===== src/rtl/rtc_alarm_pkg.sv =====
package rtc_alarm_pkg;

  // register select, value equals the register address
  typedef enum logic [2:0] {
    SEL_SEC  = 3'd0,
    SEL_MIN  = 3'd1,
    SEL_HOUR = 3'd2,
    SEL_DAY  = 3'd3,
    SEL_MON  = 3'd4,
    SEL_CTRL = 3'd5,
    SEL_STAT = 3'd6,
    SEL_NONE = 3'd7
  } regSel_e;

  // strobes from the access decoder to the datapath
  typedef struct packed {
    logic    wrSec;
    logic    wrMin;
    logic    wrHour;
    logic    wrDay;
    logic    wrMon;
    logic    wrCtrl;
    logic    rdStatus;
    logic    rdLoad;
    regSel_e rdSel;
  } regStrb_t;

  localparam int NUM_REGS = 7;

  // control byte fields
  localparam int CTRL_PIE = 6;
  localparam int CTRL_AIE = 5;
  localparam int CTRL_UIE = 4;
  localparam int CTRL_BIN = 2;
  localparam int CTRL_H24 = 1;
  localparam int CTRL_DST = 0;
  localparam logic [7:0] CTRL_WMASK = 8'h77;
  localparam logic [7:0] CTRL_RESET = 8'h02;

  // status byte fields
  localparam int STAT_IRQ = 7;
  localparam int STAT_PF  = 6;
  localparam int STAT_AF  = 5;
  localparam int STAT_UF  = 4;

  localparam logic [7:0] ALARM_ANY = 8'hFF;

endpackage


===== src/rtl/rtc_alarm_ctrl.sv =====
module rtc_alarm_ctrl
  import rtc_alarm_pkg::*;
#(
  parameter int ADDR_W = 4
) (
  input  logic [ADDR_W-1:0] busAddr,
  input  logic              busWrEn,
  input  logic              busRdEn,
  output regStrb_t          strb
);

  localparam logic [ADDR_W-1:0] LAST_ADDR = ADDR_W'(NUM_REGS - 1);

  regSel_e sel;

  always_comb begin
    sel = SEL_NONE;
    if (busAddr <= LAST_ADDR) sel = regSel_e'(busAddr[2:0]);
  end

  always_comb begin
    strb       = '0;
    strb.rdSel = SEL_NONE;
    if (busWrEn) begin
      case (sel)
        SEL_SEC:  strb.wrSec  = 1'b1;
        SEL_MIN:  strb.wrMin  = 1'b1;
        SEL_HOUR: strb.wrHour = 1'b1;
        SEL_DAY:  strb.wrDay  = 1'b1;
        SEL_MON:  strb.wrMon  = 1'b1;
        SEL_CTRL: strb.wrCtrl = 1'b1;
        default:  ;
      endcase
    end
    if (busRdEn) begin
      strb.rdLoad   = 1'b1;
      strb.rdSel    = sel;
      strb.rdStatus = (sel == SEL_STAT);
    end
  end

endmodule


===== src/rtl/rtc_alarm_match.sv =====
module rtc_alarm_match
  import rtc_alarm_pkg::*;
(
  input  logic [7:0] alarmSec,
  input  logic [7:0] alarmMin,
  input  logic [7:0] alarmHour,
  input  logic [7:0] alarmDay,
  input  logic [7:0] alarmMon,
  input  logic [7:0] timeSec,
  input  logic [7:0] timeMin,
  input  logic [7:0] timeHour,
  input  logic [7:0] timeDay,
  input  logic [7:0] timeMon,
  output logic       alarmHit
);

  function automatic logic fieldHit(input logic [7:0] alm, input logic [7:0] now);
    return (alm == ALARM_ANY) || (alm == now);
  endfunction

  logic secHit, minHit, hourHit, dayHit, monHit;

  always_comb begin
    secHit  = fieldHit(alarmSec, timeSec);
    minHit  = fieldHit(alarmMin, timeMin);
    hourHit = fieldHit(alarmHour, timeHour);
    // day: six significant bits, zero means any day
    dayHit  = (alarmDay == ALARM_ANY) || (alarmDay[5:0] == 6'd0) ||
              ({2'b00, alarmDay[5:0]} == timeDay);
    // month: zero means any month
    monHit  = (alarmMon == 8'h00) || fieldHit(alarmMon, timeMon);
    alarmHit = secHit && minHit && hourHit && dayHit && monHit;
  end

endmodule


===== src/rtl/rtc_alarm_dp.sv =====
module rtc_alarm_dp
  import rtc_alarm_pkg::*;
#(
  parameter bit HAS_DAY_ALARM = 1'b1,
  parameter bit HAS_MON_ALARM = 1'b1
) (
  input  logic       clk,
  input  logic       rstN,
  input  regStrb_t   strb,
  input  logic [7:0] wrData,
  input  logic       updTick,
  input  logic       perTick,
  input  logic       alarmHit,
  output logic [7:0] alarmSec,
  output logic [7:0] alarmMin,
  output logic [7:0] alarmHour,
  output logic [7:0] alarmDay,
  output logic [7:0] alarmMon,
  output logic [7:0] rdData,
  output logic       irqOut
);

  localparam bit MON_PRESENT = HAS_DAY_ALARM && HAS_MON_ALARM;

  logic [7:0] ctrlReg;
  logic       pfFlag, afFlag, ufFlag;
  logic       irqSum;
  logic [7:0] statusByte;
  logic [7:0] rdMux;

  // alarm registers, always present
  always_ff @(posedge clk or negedge rstN) begin
    if (!rstN) begin
      alarmSec  <= '0;
      alarmMin  <= '0;
      alarmHour <= '0;
    end else begin
      if (strb.wrSec)  alarmSec  <= wrData;
      if (strb.wrMin)  alarmMin  <= wrData;
      if (strb.wrHour) alarmHour <= wrData;
    end
  end

  // optional day alarm; absent means match any day
  generate
    if (HAS_DAY_ALARM) begin : gDay
      always_ff @(posedge clk or negedge rstN) begin
        if (!rstN)          alarmDay <= '0;
        else if (strb.wrDay) alarmDay <= wrData;
      end
    end else begin : gNoDay
      assign alarmDay = '0;
    end
  endgenerate

  // optional month alarm, only with a day alarm
  generate
    if (MON_PRESENT) begin : gMon
      always_ff @(posedge clk or negedge rstN) begin
        if (!rstN)          alarmMon <= '0;
        else if (strb.wrMon) alarmMon <= wrData;
      end
    end else begin : gNoMon
      assign alarmMon = '0;
    end
  endgenerate

  // control byte
  always_ff @(posedge clk or negedge rstN) begin
    if (!rstN)            ctrlReg <= CTRL_RESET;
    else if (strb.wrCtrl) ctrlReg <= wrData & CTRL_WMASK;
  end

  // sticky flags: set events win over the clearing read
  always_ff @(posedge clk or negedge rstN) begin
    if (!rstN) begin
      pfFlag <= 1'b0;
      afFlag <= 1'b0;
      ufFlag <= 1'b0;
    end else begin
      pfFlag <= (pfFlag && !strb.rdStatus) || perTick;
      ufFlag <= (ufFlag && !strb.rdStatus) || updTick;
      afFlag <= (afFlag && !strb.rdStatus) || (updTick && alarmHit);
    end
  end

  always_comb begin
    irqSum = (pfFlag && ctrlReg[CTRL_PIE]) ||
             (afFlag && ctrlReg[CTRL_AIE]) ||
             (ufFlag && ctrlReg[CTRL_UIE]);
    statusByte           = '0;
    statusByte[STAT_IRQ] = irqSum;
    statusByte[STAT_PF]  = pfFlag;
    statusByte[STAT_AF]  = afFlag;
    statusByte[STAT_UF]  = ufFlag;
  end

  assign irqOut = irqSum;

  always_comb begin
    case (strb.rdSel)
      SEL_SEC:  rdMux = alarmSec;
      SEL_MIN:  rdMux = alarmMin;
      SEL_HOUR: rdMux = alarmHour;
      SEL_DAY:  rdMux = {2'b00, alarmDay[5:0]};
      SEL_MON:  rdMux = alarmMon;
      SEL_CTRL: rdMux = ctrlReg;
      SEL_STAT: rdMux = statusByte;
      default:  rdMux = '0;
    endcase
  end

  always_ff @(posedge clk or negedge rstN) begin
    if (!rstN)            rdData <= '0;
    else if (strb.rdLoad) rdData <= rdMux;
  end


  upd_sets_flag_chk: assert property (@(posedge clk) disable iff (!rstN)
    updTick |=> ufFlag);


  per_sets_flag_chk: assert property (@(posedge clk) disable iff (!rstN)
    perTick |=> pfFlag);


  alarm_sets_flag_chk: assert property (@(posedge clk) disable iff (!rstN)
    (updTick && alarmHit) |=> afFlag);


  read_clears_chk: assert property (@(posedge clk) disable iff (!rstN)
    (strb.rdStatus && !updTick && !perTick) |=> (!irqOut && !pfFlag && !afFlag && !ufFlag));


  read_returns_old_chk: assert property (@(posedge clk) disable iff (!rstN)
    strb.rdStatus |=> (rdData[6:4] == $past({pfFlag, afFlag, ufFlag})));


  flags_sticky_chk: assert property (@(posedge clk) disable iff (!rstN)
    !strb.rdStatus |=> (({pfFlag, afFlag, ufFlag} & $past({pfFlag, afFlag, ufFlag}))
                        == $past({pfFlag, afFlag, ufFlag})));


  ctrl_write_chk: assert property (@(posedge clk) disable iff (!rstN)
    strb.wrCtrl |=> (ctrlReg == ($past(wrData) & CTRL_WMASK)));

endmodule


===== src/rtl/rtc_alarm_irq_unit.sv =====
module rtc_alarm_irq_unit
  import rtc_alarm_pkg::*;
#(
  parameter int ADDR_W        = 4,
  parameter bit HAS_DAY_ALARM = 1'b1,
  parameter bit HAS_MON_ALARM = 1'b1
) (
  input  logic              clk,
  input  logic              rstN,
  input  logic [ADDR_W-1:0] busAddr,
  input  logic              busWrEn,
  input  logic              busRdEn,
  input  logic [7:0]        busWrData,
  output logic [7:0]        busRdData,
  input  logic [7:0]        timeSec,
  input  logic [7:0]        timeMin,
  input  logic [7:0]        timeHour,
  input  logic [7:0]        timeDay,
  input  logic [7:0]        timeMon,
  input  logic              updTick,
  input  logic              perTick,
  output logic              irqOut
);

  regStrb_t   strb;
  logic [7:0] alarmSec, alarmMin, alarmHour, alarmDay, alarmMon;
  logic       alarmHit;

  rtc_alarm_ctrl #(.ADDR_W(ADDR_W)) uCtrl (
    .busAddr (busAddr),
    .busWrEn (busWrEn),
    .busRdEn (busRdEn),
    .strb    (strb)
  );

  rtc_alarm_match uMatch (
    .alarmSec  (alarmSec),
    .alarmMin  (alarmMin),
    .alarmHour (alarmHour),
    .alarmDay  (alarmDay),
    .alarmMon  (alarmMon),
    .timeSec   (timeSec),
    .timeMin   (timeMin),
    .timeHour  (timeHour),
    .timeDay   (timeDay),
    .timeMon   (timeMon),
    .alarmHit  (alarmHit)
  );

  rtc_alarm_dp #(
    .HAS_DAY_ALARM (HAS_DAY_ALARM),
    .HAS_MON_ALARM (HAS_MON_ALARM)
  ) uDp (
    .clk       (clk),
    .rstN      (rstN),
    .strb      (strb),
    .wrData    (busWrData),
    .updTick   (updTick),
    .perTick   (perTick),
    .alarmHit  (alarmHit),
    .alarmSec  (alarmSec),
    .alarmMin  (alarmMin),
    .alarmHour (alarmHour),
    .alarmDay  (alarmDay),
    .alarmMon  (alarmMon),
    .rdData    (busRdData),
    .irqOut    (irqOut)
  );

endmodule


===== config.mk =====
export PLATFORM = sky130hd
export DESIGN_NAME = rtc_alarm_irq_unit
export DESIGN_NICKNAME = d
export VERILOG_FILES = /design/src/rtl/rtc_alarm_pkg.sv /design/src/rtl/rtc_alarm_ctrl.sv /design/src/rtl/rtc_alarm_match.sv /design/src/rtl/rtc_alarm_dp.sv /design/src/rtl/rtc_alarm_irq_unit.sv
export SDC_FILE = /design/constraint.sdc
export NUM_CORES = 1
export LEC_CHECK = 0
export CORE_UTILIZATION = 50
export DETAILED_ROUTE_END_ITERATION = 16
export PLACE_DENSITY = 0.8
export SYNTH_ARGS = -nofsm -noshare
export SYNTH_HDL_FRONTEND = slang
export SYNTH_SLANG_ARGS = --single-unit
export TNS_END_PERCENT = 50

===== constraint.sdc =====
create_clock -name clk -period 1.4 [get_ports clk]
set_clock_uncertainty 0.05 [all_clocks]
set_input_delay 0.14 -clock clk [delete_from_list [all_inputs] [get_ports clk]]
set_output_delay 0.14 -clock clk [all_outputs]
set_load 0.1 [all_outputs]

==> reports/results.ini, run 1 <==
[synth]
mappedNetlistArea_mm2 = 0.00295
ys_seq_area_share_pct = 48.5
syn-num-nets = 302
synth_edf_count = 0
ys_types = 35
async_reset_ff_share_pct = 100
yosys_warnings = 0
ys_ff_latch = 57
syn_area_per_cell_um2 = 12.1
syn_inst = 244
synthFlopType = dfrtp_1

[setup_path]
crit_path_end_kind = output port
path_class = register to output port
r2r_cells = 6
startpoint_type = register
rr_startpoint = uDp.alarmDay[2]
worstPathRequired_ns = 1.21
r2r_setup_slack_ns = -0.12
r2r_end = uDp.afFlag
worstPathMaxFanout = 2
arrival_ns = 1.41

[grt]
grt_first_pass_wirelength_um = 14800
grt_antenna_before_repair = 0
grt_pass1_vias = 2907
grt_max_degree = 58
grt_usage_pct = 32.7
grt_overflow = 0

[cells_and_area]
layout_common_cells = buf_4, dfrtp_1, clkdlybuf4s50_1
drive_gt1_share_pct = 39.3
fin_cells = 459
utilization_pct = 81.3
syn2layout_area_growth_pct = 54.7
layout_commonest_cell = buf_4
diodes = 0
nets = 440

[sta]
clock.fmax_mhz = 627
fin_crit_sh_pct = 114
post-route-min-period_ns = 1.60
rsz0062_at_grt = true
worst_pin_slew_ns = 0.430
hold_violations = 0
drv_slew = 0
relSlewSlack_pct = 71.2
worst_slack_ns = -0.196
setup-violations-final = 3
hold_ws_ns = 0.277

[placed_design]
place_inst = 437
place_ws_ns = -0.374
io_buffers = 66
dp_hpwl_um = 6790
gp_congestion = 0.949

[pwr]
p_int_mw = 4.02
pwr-share-comb_pct = 34.7
ir_drop_mv = 0.945
p_leak_nw = 1.90
power_density_mw_per_mm2 = 1310
swShare_pct = 32.5
clkPwrFrac_pct = 26.1
p_sw_mw = 1.94
power_frac_seq_pct = 39.2

[clock_tree]
cts_root_buffer = clkbuf_8
h-tree-depth = 3
cts_tree = built
path_clk_slew_ns = 0.06
clk_latency_ns = 0.34
numCtsBuffers = 9
clk_path_buf_depth = 2
cts_sinks = 57

[die]
fp.dieArea_mm2 = 0.00620
fp.dieW_um = 78.8
io_pins = 67
initial_core_util_pct = 52.5
dieHeight_um = 78.8
fp-row-count = 27
core-area_mm2 = 0.00561

[drt]
vias_per_cell = 5.94
dr.pass1.iters = 5
wirelength_um = 9120
drt_iter0_drc = 271
drtAntennaViolNets = 0
drc = 0
avgRoutedWirePerCell_um = 19.9
routed-via-count = 2727

[run_status]
status = finished, violations left
violations = setup timing

[flow_run]
max-cap-violations = 0

[hold_path]
min_path_type = primary input to asynchronous set/reset pin

## sequential cells by signal, indices dropped and copies added (netlist names)
name and cells:
uDp.alarmMon 8, uDp.rdData 8, uDp.ctrlReg 6, uDp.afFlag 1, uDp.alarmSec 8, uDp.ufFlag 1
uDp.pfFlag 1, uDp.alarmDay 8, uDp.alarmMin 8, uDp.alarmHour 8
## power by group through the flow
stage	Combinational [mW]	Sequential [mW]	Clock (mW)
global placement	1.90	2.34	0
CTS	2.05	2.33	1.55
floorplan	0.729	2.54	0
detailed placement	1.97	2.35	0
global route	2.19	2.38	1.62
finish	2.07	2.34	1.56
## area by class of cell
class / instances / area, um2
multi-input combinational: 182 / 1560
sequential: 57 / 1430
timing repair buffer: 130 / 1270
fill: 345 / 1050
clock buffer: 13 / 159
tap: 72 / 90.1
clock inverter: 3 / 40.0
inverter: 2 / 7.51
## worst max-delay path by stage
stage,start,endpoint,slack (ns),cells after the start
floorplan,uDp.ctrlReg[6],uDp.rdData[7],-0.1,4
global placement,busAddr[3],uDp.rdData[5],-0.37,6
detailed placement,busAddr[0],uDp.rdData[0],-0.37,7
CTS,uDp.pfFlag,irqOut,-0.19,3
global route,uDp.alarmDay[2],uDp.afFlag,-0.27,6
finish,uDp.pfFlag,irqOut,-0.20,3
## per-stage QoR
| stage | power (mW) | TNS, ns | cell area (um2) |
|---|---|---|---|
| 5_1_grt | 6.19 | -0.590 | 4560 |
| 4_1_cts | 5.93 | -0.376 | 4540 |
| 2_1_floorplan | 3.27 | -0.105 | 2960 |
| 6_report | 5.96 | -0.360 | 4560 |
| 3_5_place_dp | 4.33 | -18.03 | 4250 |
| 3_3_place_gp | 4.25 | -16.86 | 4250 |
## synthesized netlist by cell type (2+ instances only)
master     n  area (um2)
a21o_1     2        15.0
a221oi_1   2        17.5
a222oi_1   6        60.1
a22o_1     2        17.5
a22oi_1   13        97.6
and3_1     2        12.5
buf_2      2        10.0
dfrtp_1   56        1400
mux2_2    45         507
nand2_1   11        41.3
nand2b_1   2        12.5
nand3_1    6        30.0
nand3b_1   2        15.0
nand4_1   24         150
nor2_1     6        22.5
nor3_2     2        20.0
nor4_1     3        18.8
o21ai_0    3        15.0
o22ai_1    3        18.8
xnor2_1   35         307
xor2_1     3        26.3
## routing by layer
metal / vias to the layer above / part of all wire (%) / wire [um] / track usage [%]
li1: 1217 / - / - / -
met1: 1329 / 39 / 3590 / 40.2
met2: 141 / 49 / 4510 / 53.8
met3: 40 / 7.1 / 649 / 7.59
met4: 0 / 4.0 / 362 / 16.9
met5: - / 0 / 0 / 0
## kinds of logic (layout without fill, tap and decap cells)
| kind of cell | count (synthesis) | after routing | share of synthesized area [%] |
|---|---|---|---|
| AO/OA/AOI/OAI | 33 | 33 | 8.79 |
| multiplexers | 46 | 46 | 17.6 |
| buffers and inverters | 5 | 148 | 0.722 |
| flip-flops | 57 | 57 | 48.5 |
| AND/OR/NAND/NOR | 65 | 65 | 13.1 |
| XOR/XNOR | 38 | 38 | 11.3 |
## worst max-delay path, cell delays in order (launching register included)
cell      delay (ns)
dfrtp_1         0.39
a222oi_1        0.39
inv_2           0.11
buf_12          0.18
## what timing repair did
action,in CTS,in global routing
hold endpoints to repair,56,0
hold buffers,1,0
gates resized for setup,17,3
setup endpoints to repair,27,28
pin swaps,7,1
gates cloned,0,0
buffers inserted,4,1
No activity file was read; power rests on OpenSTA's default activity.
==> run 2, diff against run 1 <==
CORE_UTILIZATION = 45   (was 50)
CTS_CLUSTER_SIZE = 30   (was default)
PLACE_DENSITY = 0.73   (was 0.8)
SLEW_MARGIN = 20   (was default)
==> run 2 against run 1 <==
Critical path type unchanged. Non-clock buffer count shrank 7. Combinational power shrank 2%. Register-to-register slack lost 0.04 ns. Critical path depth is the same. The run still ends with setup timing left. Sequential cell count is the same. Clock power shrank 12%. Die area grew 11%. Power shrank 4.0%. Sequential power is essentially flat. Routed wire length shrank 4.7%.
==> reports/results.ini, run 2 (synthesized netlist as in run 1, its figures left out) <==
[pwr]
pwr-share-comb_pct = 35.2  ; +0.5 points
p_int_mw = 3.83  ; -4.9%
power_density_mw_per_mm2 = 1280  ; -2.1%
ir_drop_mv = 0.824  ; -13%
p_sw_mw = 1.90  ; -2.1%
swShare_pct = 33.2  ; +0.65 points
clkPwrFrac_pct = 23.9  ; -2.2 points
p_total_mw = 5.73  ; -4.0%
p_leak_nw = 1.87  ; -2.0%
power_frac_seq_pct = 40.9  ; +1.7 points

[cells_and_area]
fin_cells = 457  ; -0.44%
drive_gt1_share_pct = 37.4  ; -1.9 points
n_fill_cell = 449  ; +30%
syn2layout_area_growth_pct = 51.7
layout_common_cells = dfrtp_1, clkdlybuf4s50_1, buf_4
layout_commonest_cell = dfrtp_1
nets = 433  ; -1.6%
utilization_pct = 70.4  ; -11 points
design_area_mm2 = 0.00447  ; -1.9%
diodes = 0  ; unchanged

[clock_tree]
path_clk_slew_ns = 0.06  ; about the same
h-tree-depth = 3  ; unchanged
clk_path_buf_depth = 2  ; unchanged
cts_root_buffer = clkbuf_8
cts_tree = built
numCtsBuffers = 9  ; unchanged
cts_sinks = 57  ; unchanged
clk_latency_ns = 0.34  ; about the same

[sta]
hold_violations = 0  ; unchanged
hold_ws_ns = 0.219  ; -0.0580 ns
rsz0062_at_grt = true
clock.fmax_mhz = 638  ; +1.8%
worst_pin_slew_ns = 0.434  ; +0.00389 ns
post-route-min-period_ns = 1.57  ; -0.0286 ns
drv_slew = 0  ; unchanged
worst_slack_ns = -0.167  ; +0.0286 ns
fin_crit_sh_pct = 112  ; -2.0 points
setup-violations-final = 2  ; -1
relSlewSlack_pct = 71.1  ; -0.17 points

[drt]
drc = 0  ; unchanged
drt_iter0_drc = 238  ; -12%
avgRoutedWirePerCell_um = 19.0  ; -4.3%
wirelength_um = 8680  ; -4.7%
routed-via-count = 2649  ; -2.9%
vias_per_cell = 5.80  ; -2.4%
dr.pass1.iters = 5  ; unchanged
drtAntennaViolNets = 0  ; unchanged

[setup_path]
worstPathMaxFanout = 2  ; unchanged
worstPathRequired_ns = 1.21  ; about the same
arrival_ns = 1.38  ; -0.03 ns
path_class = register to output port
crit_path_end_kind = output port
startpoint_type = register

[die]
fp-row-count = 29  ; +7.4%
io_pins = 67  ; unchanged
core-area_mm2 = 0.00635  ; +13%
fp.dieArea_mm2 = 0.00687  ; +11%
initial_core_util_pct = 46.4  ; -6.1 points
fp.dieW_um = 82.9  ; +5.3%
dieHeight_um = 82.9  ; +5.3%

[grt]
grt_usage_pct = 26.3  ; -6.4 points
grt_max_degree = 23  ; -60%
grt_antenna_before_repair = 0  ; unchanged
grt_overflow = 0  ; unchanged
grt_pass1_vias = 2656  ; -8.6%
grt_first_pass_wirelength_um = 13700  ; -7.5%

[run_status]
status = finished, violations left
violations = setup timing

[placed_design]
place_inst = 438  ; +0.23%
gp_congestion = 0.948  ; about the same
placed_area_mm2 = 0.00423  ; -0.56%
dp_hpwl_um = 6700  ; -1.3%
io_buffers = 66  ; unchanged

[flow_run]
max-cap-violations = 0  ; unchanged

[hold_path]
min_path_type = primary input to asynchronous set/reset pin

run 2: area by class of cell:
type,instances,area [um2],area share (%)
inverters,2,7.51,0.168
multi-input cells,182,1530,34.3
well taps,77,96.3,2.16
flip-flops and latches,57,1430,32.1
repair buffers,123,1230,27.4
clock buffers,13,159,3.56
clock inverters,3,15.0,0.336
run 2: critical path, cell delays in order (launching register included):
cell and delay [ns]:
dfrtp_1 0.38, a222oi_1 0.37, inv_2 0.11, buf_12 0.18
run 2: per-layer routing:
layer | GRT usage, % | vias to the layer above | routed length, um
met3 | 5.77 | 15 | 531
met5 | 0 | - | 0
met1 | 35.2 | 1317 | 3740
met4 | 8.62 | 0 | 127
li1 | - | 1202 | -
met2 | 42.7 | 115 | 4280
run 2: power groups by stage:
stage	sequential (mW)	clock (mW)	combinational [mW]
3_5_place_dp	2.36	0	1.97
3_3_place_gp	2.35	0	1.92
2_1_floorplan	2.54	0	0.729
4_1_cts	2.33	1.39	1.99
6_report	2.34	1.37	2.02
5_1_grt	2.38	1.47	2.13
run 2: repair_timing:
item                                    CTS  global route
pin swaps                                 6             3
endpoints found under the setup margin   26            36
buffers inserted                          2             0
hold buffers                              1             0
endpoints found under the hold margin    14             0
resized for setup                         4            11
run 2: path summary, 6_finish.rpt:
path                       depth (start not counted)  slack [ns]         endpoint             from
setup reg to reg                                   6       -0.16       uDp.afFlag  uDp.alarmDay[1]
min in group clk                                   4        0.33       uDp.ufFlag       busAddr[3]
hold reg to reg                                    1        0.46  uDp.alarmDay[7]  uDp.alarmDay[7]
max in group asynchronous                          3        0.55   uDp.ctrlReg[1]             rstN
setup / recovery                                   3       -0.17           irqOut   uDp.ctrlReg[6]
hold / removal                                     2        0.22  uDp.alarmSec[3]             rstN
run 2: metrics by stage:
step | TNS, ns | worst slack [ns]
2_1_floorplan | -0.105 | -0.0973
3_3_place_gp | -16.71 | -0.372
3_5_place_dp | -18.12 | -0.384
4_1_cts | -0.340 | -0.176
5_1_grt | -0.482 | -0.212
6_report | -0.325 | -0.167
